<file path="config.mk">
export PLATFORM = sky130hd
export DESIGN_NAME = cfg_streamer
export DESIGN_NICKNAME = d
export VERILOG_FILES = /design/src/rtl/cfg_streamer_pkg.sv /design/src/rtl/cfg_clk_pacer.sv /design/src/rtl/cfg_lane_unpack.sv /design/src/rtl/cfg_seq_ctrl.sv /design/src/rtl/cfg_streamer.sv
export SDC_FILE = /design/constraint.sdc
export NUM_CORES = 1
export LEC_CHECK = 0
export BUFFER_PORTS_ARGS = -buffer_cell sky130_fd_sc_hd__buf_4
export CAP_MARGIN = 20
export CORE_ASPECT_RATIO = 1.25
export CORE_MARGIN = 5
export CORE_UTILIZATION = 40
export CTS_BUF_LIST = sky130_fd_sc_hd__clkbuf_2 sky130_fd_sc_hd__clkbuf_4 sky130_fd_sc_hd__clkbuf_8
export DETAILED_ROUTE_END_ITERATION = 8
export PLACE_DENSITY_LB_ADDON = 0.05
export SYNTH_ARGS = -nofsm -noshare
export SYNTH_HDL_FRONTEND = slang
export SYNTH_HIERARCHICAL = 1
export SYNTH_SLANG_ARGS = --single-unit
</file>
<file path="constraint.sdc">
create_clock -name clk -period 5.1 [get_ports clk]
set_input_delay 0.765 -clock clk [delete_from_list [all_inputs] [get_ports clk]]
set_output_delay 0.765 -clock clk [all_outputs]
set_load 0.005 [all_outputs]
</file>
<file path="src/rtl/cfg_streamer_pkg.sv">
// Shared types and the clock-rate floor computation for the streamer.
// Assumes integer MHz / Mb/s figures and a system clock at least twice
// the per-chain ceiling.
package cfg_streamer_pkg;

    typedef enum logic [2:0] {
        ST_IDLE,
        ST_PROG,
        ST_WAIT_INIT,
        ST_STREAM,
        ST_DRAIN,
        ST_FINISH,
        ST_FAULT
    } seq_state_t;

    // Smallest legal half period (system cycles) for a given lane count.
    function automatic int unsigned min_half(int unsigned sys_mhz,
                                             int unsigned chain_mbps,
                                             int unsigned total_mbps,
                                             int unsigned lanes);
        int unsigned per;
        int unsigned agg;
        int unsigned per_max;
        int unsigned half;
        per     = (sys_mhz + chain_mbps - 1) / chain_mbps;
        agg     = (sys_mhz * lanes + total_mbps - 1) / total_mbps;
        per_max = (per > agg) ? per : agg;
        half    = (per_max + 1) / 2;
        return (half < 2) ? 2 : half;
    endfunction

endpackage

</file>
<file path="src/rtl/cfg_clk_pacer.sv">
// Shared configuration clock generator.
// Toggles cfg_cclk after an effective half period of the larger of the
// requested divider and the rate floor for the chosen lane count.
// A rising edge is issued only when run and gate are both high; a high
// phase always completes with a falling edge. Assumes mode and div are
// stable for the whole run.
module cfg_clk_pacer
    import cfg_streamer_pkg::*;
#(
    parameter int DIV_W      = 8,
    parameter int SYS_MHZ    = 250,
    parameter int CHAIN_MBPS = 66,
    parameter int TOTAL_MBPS = 152
) (
    input  logic             clk,
    input  logic             rst_n,
    input  logic [1:0]       mode,
    input  logic [DIV_W-1:0] div_half,
    input  logic             run,
    input  logic             gate,
    output logic             cclk,
    output logic             rise_now,
    output logic             fall_now
);

    localparam logic [DIV_W-1:0] HMIN [4] = '{
        DIV_W'(min_half(SYS_MHZ, CHAIN_MBPS, TOTAL_MBPS, 1)),
        DIV_W'(min_half(SYS_MHZ, CHAIN_MBPS, TOTAL_MBPS, 2)),
        DIV_W'(min_half(SYS_MHZ, CHAIN_MBPS, TOTAL_MBPS, 4)),
        DIV_W'(min_half(SYS_MHZ, CHAIN_MBPS, TOTAL_MBPS, 8))
    };

    logic [DIV_W-1:0] eff;
    logic [DIV_W-1:0] cnt_q;
    logic             at_end;

    // Pick the effective half period: requested value, but never below the floor.
    always_comb begin
        eff = (div_half > HMIN[mode]) ? div_half : HMIN[mode];
    end

    assign at_end   = (cnt_q >= (eff - 1'b1));
    assign rise_now = run && !cclk && gate && at_end;
    assign fall_now = cclk && at_end;

    // Phase counter and clock level.
    always_ff @(posedge clk) begin
        if (!rst_n) begin
            cclk  <= 1'b0;
            cnt_q <= '0;
        end else if (rise_now || fall_now) begin
            cclk  <= ~cclk;
            cnt_q <= '0;
        end else if (!at_end) begin
            cnt_q <= cnt_q + 1'b1;
        end
    end

endmodule

</file>
<file path="src/rtl/cfg_lane_unpack.sv">
// Byte fetch and lane de-interleaver.
// Holds one stream byte, hands out groups of N bits (LSB first) onto the
// per-chain data lines while the shared clock is low, and marks a group
// pending until the next falling edge. Assumes MAX_LANES <= BYTE_W and
// that BYTE_W is a multiple of 8 / N for every lane count.
module cfg_lane_unpack #(
    parameter int MAX_LANES = 8,
    parameter int BYTE_W    = 8
) (
    input  logic                 clk,
    input  logic                 rst_n,
    input  logic                 clear,
    input  logic                 enable,
    input  logic [1:0]           mode,
    input  logic [BYTE_W-1:0]    mem_data,
    input  logic                 mem_valid,
    input  logic                 mem_last,
    output logic                 mem_ready,
    input  logic                 cclk,
    input  logic                 fall_now,
    output logic                 pend,
    output logic                 drained,
    output logic [MAX_LANES-1:0] cfg_data
);

    localparam int LEFT_W = $clog2(BYTE_W + 1);

    logic [BYTE_W-1:0]    sh_q;
    logic [LEFT_W-1:0]    left_q;
    logic [LEFT_W-1:0]    step;
    logic                 last_q;
    logic                 load;
    logic [MAX_LANES-1:0] group;

    assign step      = LEFT_W'(1) << mode;
    assign mem_ready = enable && (left_q == '0) && !last_q;
    assign load      = enable && !cclk && !pend && (left_q != '0);
    assign drained   = last_q && (left_q == '0) && !pend;

    // One gated bit per lane: lanes beyond the active count stay zero.
    for (genvar k = 0; k < MAX_LANES; k++) begin : g_lane
        assign group[k] = (LEFT_W'(k) < step) ? sh_q[k] : 1'b0;
    end

    // Byte buffer, group hand-out and pending flag.
    always_ff @(posedge clk) begin
        if (!rst_n || clear) begin
            sh_q     <= '0;
            left_q   <= '0;
            last_q   <= 1'b0;
            pend     <= 1'b0;
            cfg_data <= '0;
        end else begin
            if (mem_ready && mem_valid) begin
                sh_q   <= mem_data;
                left_q <= LEFT_W'(BYTE_W);
                last_q <= mem_last;
            end
            if (load) begin
                cfg_data <= group;
                sh_q     <= sh_q >> step;
                left_q   <= left_q - step;
                pend     <= 1'b1;
            end
            if (fall_now) begin
                pend <= 1'b0;
            end
        end
    end

endmodule

</file>
<file path="src/rtl/cfg_seq_ctrl.sv">
// Run sequencer: program pulse, init wait, streaming, drain with done
// watch and timeout. Latches lane mode and divider when a run starts.
// Assumes the init and done inputs are already synchronous to clk.
module cfg_seq_ctrl
    import cfg_streamer_pkg::*;
#(
    parameter int DIV_W        = 8,
    parameter int PROG_CYCLES  = 8,
    parameter int TIMEOUT_CLKS = 64
) (
    input  logic             clk,
    input  logic             rst_n,
    input  logic             start,
    input  logic [1:0]       chain_mode,
    input  logic [DIV_W-1:0] div_half,
    input  logic             cfg_init,
    input  logic             cfg_done,
    input  logic             drained,
    input  logic             rise_now,
    output logic [1:0]       mode_q,
    output logic [DIV_W-1:0] div_q,
    output logic             clear,
    output logic             stream_en,
    output logic             free_clk,
    output logic             cfg_prog_n,
    output logic             busy,
    output logic             finished,
    output logic             timeout_err
);

    localparam int PW = $clog2(PROG_CYCLES + 1);
    localparam int TW = $clog2(TIMEOUT_CLKS + 1);

    seq_state_t    state_q;
    logic [PW-1:0] pcnt_q;
    logic [TW-1:0] tcnt_q;
    logic          can_start;

    assign can_start   = (state_q == ST_IDLE) || (state_q == ST_FINISH) ||
                         (state_q == ST_FAULT);
    assign clear       = can_start && start;
    assign stream_en   = (state_q == ST_STREAM);
    assign free_clk    = (state_q == ST_DRAIN);
    assign cfg_prog_n  = (state_q != ST_PROG);
    assign busy        = !can_start;
    assign finished    = (state_q == ST_FINISH);
    assign timeout_err = (state_q == ST_FAULT);

    // Sequencer state, pulse counter and drain timeout counter.
    always_ff @(posedge clk) begin
        if (!rst_n) begin
            state_q <= ST_IDLE;
            pcnt_q  <= '0;
            tcnt_q  <= '0;
            mode_q  <= '0;
            div_q   <= '0;
        end else begin
            case (state_q)
                ST_PROG: begin
                    pcnt_q <= pcnt_q + 1'b1;
                    if (pcnt_q == PW'(PROG_CYCLES - 1)) begin
                        state_q <= ST_WAIT_INIT;
                    end
                end
                ST_WAIT_INIT: begin
                    if (cfg_init) begin
                        state_q <= ST_STREAM;
                    end
                end
                ST_STREAM: begin
                    if (drained) begin
                        state_q <= ST_DRAIN;
                        tcnt_q  <= '0;
                    end
                end
                ST_DRAIN: begin
                    if (cfg_done) begin
                        state_q <= ST_FINISH;
                    end else if (tcnt_q == TW'(TIMEOUT_CLKS)) begin
                        state_q <= ST_FAULT;
                    end else if (rise_now) begin
                        tcnt_q <= tcnt_q + 1'b1;
                    end
                end
                default: begin
                    if (start) begin
                        state_q <= ST_PROG;
                        pcnt_q  <= '0;
                        mode_q  <= chain_mode;
                        div_q   <= div_half;
                    end
                end
            endcase
        end
    end

endmodule

</file>
<file path="src/rtl/cfg_streamer.sv">
// Top of the concurrent serial configuration streamer.
// Joins the sequencer, the lane de-interleaver and the clock pacer.
// Assumes a single memory stream with bits interleaved per clock edge.
module cfg_streamer
    import cfg_streamer_pkg::*;
#(
    parameter int MAX_LANES    = 8,
    parameter int BYTE_W       = 8,
    parameter int DIV_W        = 8,
    parameter int PROG_CYCLES  = 8,
    parameter int TIMEOUT_CLKS = 64,
    parameter int SYS_MHZ      = 250,
    parameter int CHAIN_MBPS   = 66,
    parameter int TOTAL_MBPS   = 152
) (
    input  logic                 clk,
    input  logic                 rst_n,
    input  logic                 start,
    input  logic [1:0]           chain_mode,
    input  logic [DIV_W-1:0]     div_half,
    input  logic [BYTE_W-1:0]    mem_data,
    input  logic                 mem_valid,
    input  logic                 mem_last,
    output logic                 mem_ready,
    output logic                 cfg_prog_n,
    input  logic                 cfg_init,
    output logic                 cfg_cclk,
    output logic [MAX_LANES-1:0] cfg_data,
    input  logic                 cfg_done,
    output logic                 busy,
    output logic                 finished,
    output logic                 timeout_err
);

    logic [1:0]       mode_q;
    logic [DIV_W-1:0] div_q;
    logic             clear;
    logic             stream_en;
    logic             free_clk;
    logic             drained;
    logic             pend;
    logic             rise_now;
    logic             fall_now;

    cfg_seq_ctrl #(
        .DIV_W       (DIV_W),
        .PROG_CYCLES (PROG_CYCLES),
        .TIMEOUT_CLKS(TIMEOUT_CLKS)
    ) u_seq (
        .clk        (clk),
        .rst_n      (rst_n),
        .start      (start),
        .chain_mode (chain_mode),
        .div_half   (div_half),
        .cfg_init   (cfg_init),
        .cfg_done   (cfg_done),
        .drained    (drained),
        .rise_now   (rise_now),
        .mode_q     (mode_q),
        .div_q      (div_q),
        .clear      (clear),
        .stream_en  (stream_en),
        .free_clk   (free_clk),
        .cfg_prog_n (cfg_prog_n),
        .busy       (busy),
        .finished   (finished),
        .timeout_err(timeout_err)
    );

    cfg_lane_unpack #(
        .MAX_LANES(MAX_LANES),
        .BYTE_W   (BYTE_W)
    ) u_unpack (
        .clk      (clk),
        .rst_n    (rst_n),
        .clear    (clear),
        .enable   (stream_en),
        .mode     (mode_q),
        .mem_data (mem_data),
        .mem_valid(mem_valid),
        .mem_last (mem_last),
        .mem_ready(mem_ready),
        .cclk     (cfg_cclk),
        .fall_now (fall_now),
        .pend     (pend),
        .drained  (drained),
        .cfg_data (cfg_data)
    );

    cfg_clk_pacer #(
        .DIV_W     (DIV_W),
        .SYS_MHZ   (SYS_MHZ),
        .CHAIN_MBPS(CHAIN_MBPS),
        .TOTAL_MBPS(TOTAL_MBPS)
    ) u_pacer (
        .clk     (clk),
        .rst_n   (rst_n),
        .mode    (mode_q),
        .div_half(div_q),
        .run     (stream_en || free_clk),
        .gate    (free_clk || pend),
        .cclk    (cfg_cclk),
        .rise_now(rise_now),
        .fall_now(fall_now)
    );

endmodule

</file>
==> run metrics, run 1 <==
CP startpoint kind=register; Wirelength per Cell=roughly 15 um; area leader, netlist=dfxtp_1; synthesis-to-finish area growth=12.70%; # hold bufs at CTS=0; port buffer count=38; critical path launch point=u_seq/mode_q[1]$_SDFFE_PN0P_; Die Y-Extent=roughly 110 um; Synth top area share=33.36%; crit path to=u_seq/tcnt_q[5]$_SDFFE_PN0P_; worst-case vdd ir drop=about 0.13 mV; first-pass GRT wire length=about 13 mm; Ports=39; CP arrival=between 4000 and 5000 ps; Residual DRC=0; Slew HR=between 30% and 40%; Routed Antenna Nets=0; Internal Power=0.6348 mW; library cells used by synthesis=64; largest net degree at the start of global routing=26; Post-synth EDFFs=0; cts repair resizes=0; Setup Fix Bufs, Post-CTS=0; filler instances=roughly 840; 1st-pass router iterations=4; Final Hold Viols=0; Global Route Usage Sum=between 10% and 20%; Total Nets Final=between 400 and 500; die span in x=about 90 um; asr flop ratio synth=0%; FF-to-FF path depth=18; FF-to-FF End=u_seq/tcnt_q[5]$_SDFFE_PN0P_; DR vias=around 2.8k; total power=about 0.9 mW; ANT cells=0; clk slew on worst S/H paths=approximately 110 ps; CTS Buf Count=5; number of synthesized register bits=between 50 and 60; Slew Limit Fails=0; CORE AREA=8148 um^2; final period utilization=about four fifths; FMAX=roughly 240 MHz; CTS root buffer=clkbuf_8; actual slew at the worst max-slew pin=around 970 ps; GR Overflow Total=0; minimum clock period=between 4000 and 5000 ps; Sw Ratio=29.06%; outcome=finished clean; Sequential Area=around 1100 um^2; synthesized area per cell=8.732 um^2; TNS Setup=0 ps; layout cells sized above 1=approximately 16%; Syn Std Cell Area=around 3300 um^2; Flop pwr share=~51%; initial antenna violation count=0; HP Class=register to register; max_cap viols=0; clock network power share=29.7%; skew final=13.07 ps; synth warn=6; leakage=1.471 nW; RR Startpoint=u_seq/mode_q[1]$_SDFFE_PN0P_; Synth Net Count=between 400 and 500; deepest clock path buffer count=2; Primary FF master, synth=dfxtp_1; Sw Pwr=between 0.2 and 0.3 mW; RSZ-0062 raised after global routing=false; multi-input combinational cell area=a little over 2000 um^2; kind of end point of the critical path=register; Clock Latency Late Sink=~320 ps; Worst EP required=between 5000 and 6000 ps; Final HPWL DP=around 5.5 mm; final WL=approximately 7.6 mm; DIE AREA=10,180 um^2; combinational share of power=a little under a fifth; H-tree lvl count=2; Seq/Total Area, Yosys=between 30% and 40%; CP max FO=25; Power Dens Cells=240.6 nW/um^2; slack of the worst reg-to-reg path=980 ps; number of global-route vias before repair=~2.8k; Worst Setup Path Type=register to register; Iter 0 DRT Violations=roughly 110; vias per inst=roughly 5.5; largest cells by area after synthesis=dfxtp_1, mux2i_1, ha_1; Placer Congestion=~0.73; row count=37; clock tree sinks=between 50 and 60; Initial Util=approximately two fifths; Syn Inst Count=378; CTS tree=built; # setup viols final=0
==> how the worst min path moves through the flow <==
stage / start / end / slack, ps / cells after the start
after floorplan: u_unpack/sh_q[0]$_SDFFE_PP0P_ / u_unpack/cfg_data[0]$_SDFFE_PP0P_ / 430 / 2
after global placement: u_unpack/cfg_data[4]$_SDFFE_PP0P_ / u_unpack/cfg_data[4]$_SDFFE_PP0P_ / 440 / 2
after detailed placement: u_unpack/cfg_data[2]$_SDFFE_PP0P_ / u_unpack/cfg_data[2]$_SDFFE_PP0P_ / 450 / 2
after CTS: u_unpack/cfg_data[1]$_SDFFE_PP0P_ / u_unpack/cfg_data[1]$_SDFFE_PP0P_ / 470 / 2
after global routing: u_unpack/cfg_data[4]$_SDFFE_PP0P_ / u_unpack/cfg_data[4]$_SDFFE_PP0P_ / 490 / 2
final: u_unpack/cfg_data[6]$_SDFFE_PP0P_ / u_unpack/cfg_data[6]$_SDFFE_PP0P_ / 460 / 2
==> sequential cells by signal, indices dropped and copies added, names as in the netlist <==
| register | cells |
|---|---|
| u_pacer/cclk | 1 |
| u_seq/mode_q | 2 |
| u_seq/div_q | 8 |
| u_seq/tcnt_q | 7 |
| u_unpack/last_q | 1 |
| u_unpack/left_q | 4 |
| u_unpack/sh_q | 8 |
| u_pacer/cnt_q | 8 |
| u_unpack/cfg_data | 8 |
| u_unpack/pend | 1 |
| u_seq/pcnt_q | 4 |
| u_seq/state_q | 3 |
==> logic make-up after synthesis <==
group                    Yosys count  synth area share, %
AO/OA/AOI/OAI                     88                19.60
XOR/XNOR                           6                1.592
adder cells (fa/ha/maj)           17                6.672
buffers and inverters             36                5.231
flip-flops                        55                33.36
multiplexers                      27                8.226
AND/OR/NAND/NOR                  149                25.32
==> Yosys cell counts (2+ instances only) <==
cell,count
xor2_1,3
a211oi_1,3
nand4b_1,2
nand3_1,11
a31oi_1,7
nor3b_1,6
and3_1,7
nand2b_1,10
buf_2,6
o21ai_0,6
or2_2,4
o221a_2,3
a211o_1,2
o21ai_1,2
o211ai_1,2
a211oi_2,3
nor3_1,8
dfxtp_1,55
a21oi_1,23
buf_6,3
nor2b_1,16
buf_4,2
a221o_1,5
a311oi_1,7
o211a_1,2
ha_1,16
or2_1,2
or3_1,4
clkbuf_1,8
a21o_1,3
mux2i_1,26
nand4_1,5
a41oi_1,2
nor2_1,20
nor4_1,2
inv_1,17
nand2_1,34
xnor2_1,3
and2_1,7
nand4bb_1,2
o22ai_1,2
o21a_1,5
==> stage by stage <==
| stage | util, % | cells | setup slack (ps) | hold WS (ps) | cell area (um^2) |
|---|---|---|---|---|---|
| 4_1_cts | 45.65 | 505 | 1000 | 466.1 | 3720 |
| 5_1_grt | 45.65 | 505 | 587.8 | 487.6 | 3720 |
| 3_5_place_dp | 44.44 | 497 | 1012 | 445.8 | 3621 |
| 2_1_floorplan | - | 378 | 1716 | 431.2 | 3301 |
| 6_report | 45.65 | 505 | 975.5 | 464.7 | 3720 |
| 3_3_place_gp | 44.44 | 497 | 1075 | 441.8 | 3621 |
==> worst max-delay path, cell delays in order (launching register included) <==
cell and delay, ps:
dfxtp_1 320, buf_4 260, inv_1 100, nor2_1 210, ha_1 210, nand2b_1 70, a311oi_1 280, a311oi_1 140
nor4_4 440, mux2i_1 140, ha_1 280, nand2b_1 90, a31oi_1 120, o21ai_2 310, and2_1 220, nand2b_1 80
a211oi_2 460, a41oi_1 180, a31oi_1 160
==> power by group through the flow <==
stage               combinational (mW)  sequential [mW]  clock [mW]
global placement                 0.168            0.470           0
floorplan                        0.131            0.464           0
finish                           0.169            0.460       0.266
global route                     0.191            0.464       0.292
CTS                              0.171            0.461       0.282
detailed placement               0.171            0.471           0
==> area by class of cell <==
class | count | share of cell area [%]
clock buffers | 6 | 2.220
well taps | 97 | 3.263
repair buffers | 41 | 8.274
multi-input cells | 287 | 54.49
flip-flops and latches | 55 | 29.60
inverters | 17 | 1.715
clock inverters | 2 | 0.4373
==> layer usage <==
metal,share of wire (%),track usage [%],wire length [um],vias up
li1,-,-,-,1438
met2,50,27.53,3791,40
met5,0,0,0,-
met3,3.0,3.243,230,9
met1,46,18.05,3484,1305
met4,1.7,4.403,127,0
==> cell usage in the layout (no fill, tap or decap), types with 3 or more instances in the layout <==
master | Yosys | routed
a211oi_2 | 3 | 3
or3_1 | 4 | 4
dfxtp_1 | 55 | 55
clkbuf_8 | 0 | 6
ha_1 | 16 | 16
o21a_1 | 5 | 5
nor3b_1 | 6 | 6
a31oi_1 | 7 | 7
and3_1 | 7 | 7
xor2_1 | 3 | 3
mux2i_1 | 26 | 26
a221o_1 | 5 | 5
or2_2 | 4 | 4
a21o_1 | 3 | 3
inv_1 | 17 | 17
nand2_1 | 34 | 34
a311oi_1 | 7 | 7
xnor2_1 | 3 | 3
o221a_2 | 3 | 3
and2_1 | 7 | 7
buf_4 | 2 | 41
nand3_1 | 11 | 11
nor2b_1 | 16 | 16
nand2b_1 | 10 | 10
nor2_1 | 20 | 20
a211oi_1 | 3 | 3
o21ai_0 | 6 | 6
nand4_1 | 5 | 5
nor3_1 | 8 | 8
a21oi_1 | 23 | 23
(Power assumes the default switching activity.)
==> inputs of run 2 (changes only) <==
--- a/config.mk
+++ b/config.mk
@@ -5,6 +5,7 @@
 export SDC_FILE = /design/constraint.sdc
 export NUM_CORES = 1
 export LEC_CHECK = 0
+export ABC_AREA = 1
 export BUFFER_PORTS_ARGS = -buffer_cell sky130_fd_sc_hd__buf_4
 export CAP_MARGIN = 20
 export CORE_ASPECT_RATIO = 1.25
==> constraint.sdc (replaced) <==
create_clock -name clk -period 3.9 [get_ports clk]
set_input_delay 0.585 -clock clk [delete_from_list [all_inputs] [get_ports clk]]
set_output_delay 0.585 -clock clk [all_outputs]
set_load 0.005 [all_outputs]
==> run 2 against run 1 <==
  * Routed wire length rose by 13%
  * Register-to-register slack got worse by 560 ps
  * Total power rose to 2.9 times the previous value
  * Non-clock buffer count did not move
  * Largest cell class unchanged
  * Largest power group is now combinational cells
  * Highest routed layer unchanged
==> run metrics, run 2 <==
H-tree lvl count=2; Residual DRC=0; DR vias=around 3.4k; CTS Buf Count=5; fin util=46.58%; number of synthesized register bits=55; 1st-pass router iterations=4; WP buf/inv=3; Power Dens Cells=626.8 nW/um^2; largest cells by area after synthesis=dfxtp_1, nand2_1, nor2_1; actual slew at the worst max-slew pin=just over 400 ps; kind of end point of the critical path=register; crit-path most repeated cell=nand2_1; DIE AREA=11,040 um^2; ANT cells=0; Worst EP required=4160 ps; asr flop ratio synth=0%; vias per inst=around 4.8; first-pass GRT wire length=14.93 mm; CORE AREA=roughly 8700 um^2; CP startpoint kind=register; GR Overflow Total=0; Synth Net Count=just under 600; RSZ-0062 raised after global routing=false; Commonest cells post-synth=nand2_1, nor2_1, inv_1, dfxtp_1, nand3_1; Synth top area share=about 30%; Final HPWL DP=approximately 6.6 mm; Post-synth EDFFs=0; number of global-route vias before repair=3,227; final WL=8.661 mm; Slowest-stage cell, CP=dfxtp_1; Slew HR=72.75%; Syn Inst Count=approximately 550; area leader, netlist=dfxtp_1; Seq/Total Area, Yosys=30.48%; Slew Limit Fails=0; synthesized area per cell=~6.5 um^2; TNS Setup=0 ps; most frequent cells in the layout=nand2_1, nor2_1, inv_1, dfxtp_1, buf_4; skew final=around 9 ps; synth warn=6; deepest clock path buffer count=2; Die Y-Extent=around 120 um; Global Route Usage Sum=approximately 17%; synthesis-to-finish area growth=12.82%; clk slew on worst S/H paths=approximately 100 ps; largest net degree at the start of global routing=25; Placer Congestion=a little over 0.8; # hold bufs at CTS=0; Primary FF master, synth=dfxtp_1; Initial Util=41.29%; HP Class=register to register; FMAX=between 200 and 300 MHz; CP max FO=9; port buffer count=38; Total Nets Final=630; clock tree sinks=55; worst-case vdd ir drop=0.2743 mV; Wirelength per Cell=~12 um; CTS tree=built; Final Hold Viols=0; commonest non-fill, non-tap cell in the layout=nand2_1; Ports=39; # setup viols final=0; Routed Antenna Nets=0; row count=38; minimum clock period=~3500 ps; CTS root buffer=clkbuf_8; Syn Std Cell Area=3612 um^2; critical path's largest stage delay=around 530 ps; die span in x=95.00 um; cell chain of the critical path=nand2_1, inv_1, ha_1, nand2_1, nor2_2, nand2_2, nand2_4, o21ai_4, nand2_4, o21ai_1, inv_1, ha_1, nand2_1, o21ai_0, nand2_1, nand3_2, nand2_1, inv_1, nand2_1, nand2_2, nand3_4, nand2_1, nand2_1, nor2_1; CP arrival=around 3800 ps; library cells used by synthesis=38; layout cells sized above 1=15.96%; Clock Latency Late Sink=~320 ps; Worst Setup Path Type=register to register; cell with the most instances after synthesis=nand2_1; initial antenna violation count=0; leakage=between 1.5 and 2 nW; max_cap viols=0; final period utilization=slightly below 90%; Top Family by Delay on Critical Path=simple AND/OR/NAND/NOR gates; outcome=finished clean; Iter 0 DRT Violations=around 150
==> run 2: repair_timing <==
action / 4_1_cts / 5_1_grt
hold endpoints to repair: 0 / 0
buffers inserted: 0 / 0
gates resized for setup: 0 / 2
setup endpoints to repair: 0 / 8
==> run 2: logic make-up (layout without fill, tap and decap cells) <==
logic type,count (synthesis),count (layout),share of synthesized area [%]
AO/OA/AOI/OAI,73,73,11.12
XOR/XNOR,5,5,1.212
buffers and inverters,93,130,10.95
flip-flops,55,55,30.48
AND/OR/NAND/NOR,309,309,40.15
adder cells (fa/ha/maj),17,17,6.096
==> run 2: path summary, 6_finish.rpt <==
path,slack [ps],start,cells after the start,endpoint
worst max register to register,410,u_seq/mode_q[0]$_SDFFE_PN0P_,24,u_seq/tcnt_q[6]$_SDFFE_PN0P_
worst max-delay path,410,u_seq/mode_q[0]$_SDFFE_PN0P_,24,u_seq/tcnt_q[6]$_SDFFE_PN0P_
worst min register to register,480,u_unpack/cfg_data[4]$_SDFFE_PP0P_,2,u_unpack/cfg_data[4]$_SDFFE_PP0P_
worst min-delay path,480,u_unpack/cfg_data[4]$_SDFFE_PP0P_,2,u_unpack/cfg_data[4]$_SDFFE_PP0P_
==> run 2: metal layers <==
layer  share of wire, %  vias up  GRT usage [%]
li1                   -     1834              -
met1                 46     1551          21.36
met2                 50       32          29.12
met3                2.7        6          2.577
met5                  0        -              0
met4                1.1        0          4.331
==> run 2: worst min-delay path, delay by kind of cell (launching register included) <==
family / cells / cell delay (ps)
AO/OA/AOI/OAI: 1 / 60
AND/OR/NAND/NOR: 1 / 60
flip-flops: 1 / 320
==> run 2: per-stage QoR <==
step / setup slack, ps / total power [mW] / hold WS, ps / cells / area (um^2)
5_1_grt: 28.08 / 2.820 / 498.6 / 709 / 4075
2_1_floorplan: 828.3 / 1.916 / 456.3 / 552 / 3612
6_report: 411.3 / 2.554 / 477.0 / 709 / 4075
3_3_place_gp: 349.0 / 2.224 / 456.5 / 701 / 3981
3_5_place_dp: 245.9 / 2.239 / 462.2 / 701 / 3981
4_1_cts: 231.1 / 2.579 / 478.6 / 709 / 4070
==> run 2: layout make-up <==
class | count | area [um^2]
Timing Repair Buffer | 41 | 307.8
Clock buffer | 7 | 83.83
Clock inverter | 1 | 5.005
Inverter | 81 | 306.5
Tap cell | 120 | 150.1
Multi-Input combinational cell | 404 | 2121
Fill cell | 963 | 4673
Sequential cell | 55 | 1101
==> run 2: power by group <==
part	switching (mW)	total, mW	internal (mW)
registers	0.109	0.753	0.644
logic	0.942	1.47	0.526
clock network	0.193	0.333	0.141
==> inputs of run 3 (changes only) <==
--- a/config.mk
+++ b/config.mk
@@ -8,6 +8,8 @@
 export ABC_AREA = 1
 export BUFFER_PORTS_ARGS = -buffer_cell sky130_fd_sc_hd__buf_4
 export CAP_MARGIN = 20
+export CELL_PAD_IN_SITES_DETAIL_PLACEMENT = 0
+export CELL_PAD_IN_SITES_GLOBAL_PLACEMENT = 1
 export CORE_ASPECT_RATIO = 1.25
 export CORE_MARGIN = 5
 export CORE_UTILIZATION = 40
==> run 3 against run 2 <==
  * Count of clock-buffer cells in the layout is 1 lower
  * Critical path depth is 1 higher
  * Clock skew grew 3.1 ps
  * First-iteration DRC count down 19%
  * Largest cell class unchanged
  * Highest routed layer unchanged
  * Total power up 1.6%
  * Die area did not move
  * Routed wire length grew 1.1%
  * Register-to-register slack better by 20 ps
  * Clock power rose by 13%
  * Largest power group unchanged
  * Design area increased by 0.49%
  * Combinational power about the same
==> run metrics, run 3 (synthesized netlist as in run 2, its figures left out) <==
# hold bufs at CTS=0; # setup viols final=0; vias per inst=around 5; clk slew on worst S/H paths=~90 ps; GR Overflow Total=0; initial antenna violation count=0; RSZ-0062 raised after global routing=false; Slew Limit Fails=0; DR vias=between 3k and 4k; clock tree sinks=between 50 and 60; Power Dens Cells=between 600 and 700 nW/um^2; Hold WS=475.3 ps; minimum clock period=3472 ps; max_cap viols=0; Setup Fix Bufs, Post-CTS=0; critical path's largest stage delay=about 390 ps; most frequent cells in the layout=nand2_1, nor2_1, inv_1, dfxtp_1, buf_4; skew final=about 12 ps; first-pass GRT wire length=between 15 and 20 mm; row count=38; TNS Setup=0 ps; Top Family by Delay on Critical Path=simple AND/OR/NAND/NOR gates; Placer Congestion=0.8510; HP Class=register to register; layout cells sized above 1=around 16%; CTS Buf Count=5; Residual DRC=0; Clock Latency Late Sink=a little over 300 ps; Slowest-stage cell, CP=dfxtp_1; final period utilization=between 80% and 90%; Worst Setup Path Type=register to register; CTS tree=built; Die Y-Extent=about 120 um; 1st-pass router iterations=4; leakage=approximately 2.0 nW; Routed Antenna Nets=0; CTS root buffer=clkbuf_8; ANT cells=0; Worst EP required=a little over 4000 ps; pre-CTS WS=roughly 440 ps; final WL=between 8 and 9 mm; H-tree lvl count=2; Ports=39; Global Route Usage Sum=approximately 17%; CP startpoint kind=register; worst-case vdd ir drop=around 0.33 mV; crit-path most repeated cell=nand2_1; number of global-route vias before repair=roughly 3.4k; Final Hold Viols=0; port buffer count=38; die span in x=approximately 95 um; total power=between 2 and 3 mW; Iter 0 DRT Violations=120; Initial Util=between 40% and 50%; CP max FO=8; Wirelength per Cell=12.35 um; commonest non-fill, non-tap cell in the layout=nand2_1; worst setup margin=between 400 and 500 ps; outcome=finished clean; largest net degree at the start of global routing=25; CP arrival=about 3700 ps; actual slew at the worst max-slew pin=453.7 ps; synthesis-to-finish area growth=13.37%; DIE AREA=about 11,000 um^2; Final HPWL DP=between 6 and 7 mm; fin util=a little under half; kind of end point of the critical path=register; Slew HR=a little over two thirds; CORE AREA=slightly below 9000 um^2; cts repair resizes=0; deepest clock path buffer count=2; WP buf/inv=3; Total Nets Final=approximately 630; filler instances=between 1k and 1.5k; FMAX=roughly 290 MHz
-- run 3: worst min-delay path: stages, from the launching register on --
cell and delay (ps):
dfxtp_1 320, nand2_1 60, a21oi_1 60
-- run 3: layout make-up --
type,count,area [um^2],share of cell area (%)
multi-input cells,404,2116,51.67
flip-flops and latches,55,1101,26.89
clock inverters,1,30.03,0.7333
repair buffers,42,315.3,7.699
inverters,81,306.5,7.485
well taps,120,150.1,3.666
clock buffers,6,76.32,1.864
-- run 3: through the flow --
| step | cell area [um^2] | std cells |
|---|---|---|
| 6_report | 4095 | 709 |
| 5_1_grt | 4095 | 709 |
| 4_1_cts | 4095 | 709 |
| 3_5_place_dp | 3989 | 702 |
| 3_3_place_gp | 3989 | 702 |
| 2_1_floorplan | 3612 | 552 |
-- run 3: path summary, 6_finish.rpt --
path / start / to / slack [ps] / cells after the start
setup / recovery: u_seq/mode_q[1]$_SDFFE_PN0P_ / u_seq/tcnt_q[5]$_SDFFE_PN0P_ / 430 / 25
hold / removal: u_unpack/cfg_data[1]$_SDFFE_PP0P_ / u_unpack/cfg_data[1]$_SDFFE_PP0P_ / 480 / 2
setup reg to reg: u_seq/mode_q[1]$_SDFFE_PN0P_ / u_seq/tcnt_q[5]$_SDFFE_PN0P_ / 430 / 25
hold reg to reg: u_unpack/cfg_data[1]$_SDFFE_PP0P_ / u_unpack/cfg_data[1]$_SDFFE_PP0P_ / 480 / 2
-- run 3: per-layer routing --
metal  routed length (um)  track usage, %
met4                   80           4.139
met2                 4470           30.15
met5                    0               0
met3                  192           2.255
met1                 4015           21.83
-- run 3: report_power, final --
part | switching (mW) | leakage (nW) | internal, mW
registers | 0.106 | 0.447 | 0.644
clock network | 0.179 | 0.0547 | 0.196
logic | 0.941 | 1.45 | 0.529
total | 1.23 | 1.95 | 1.37
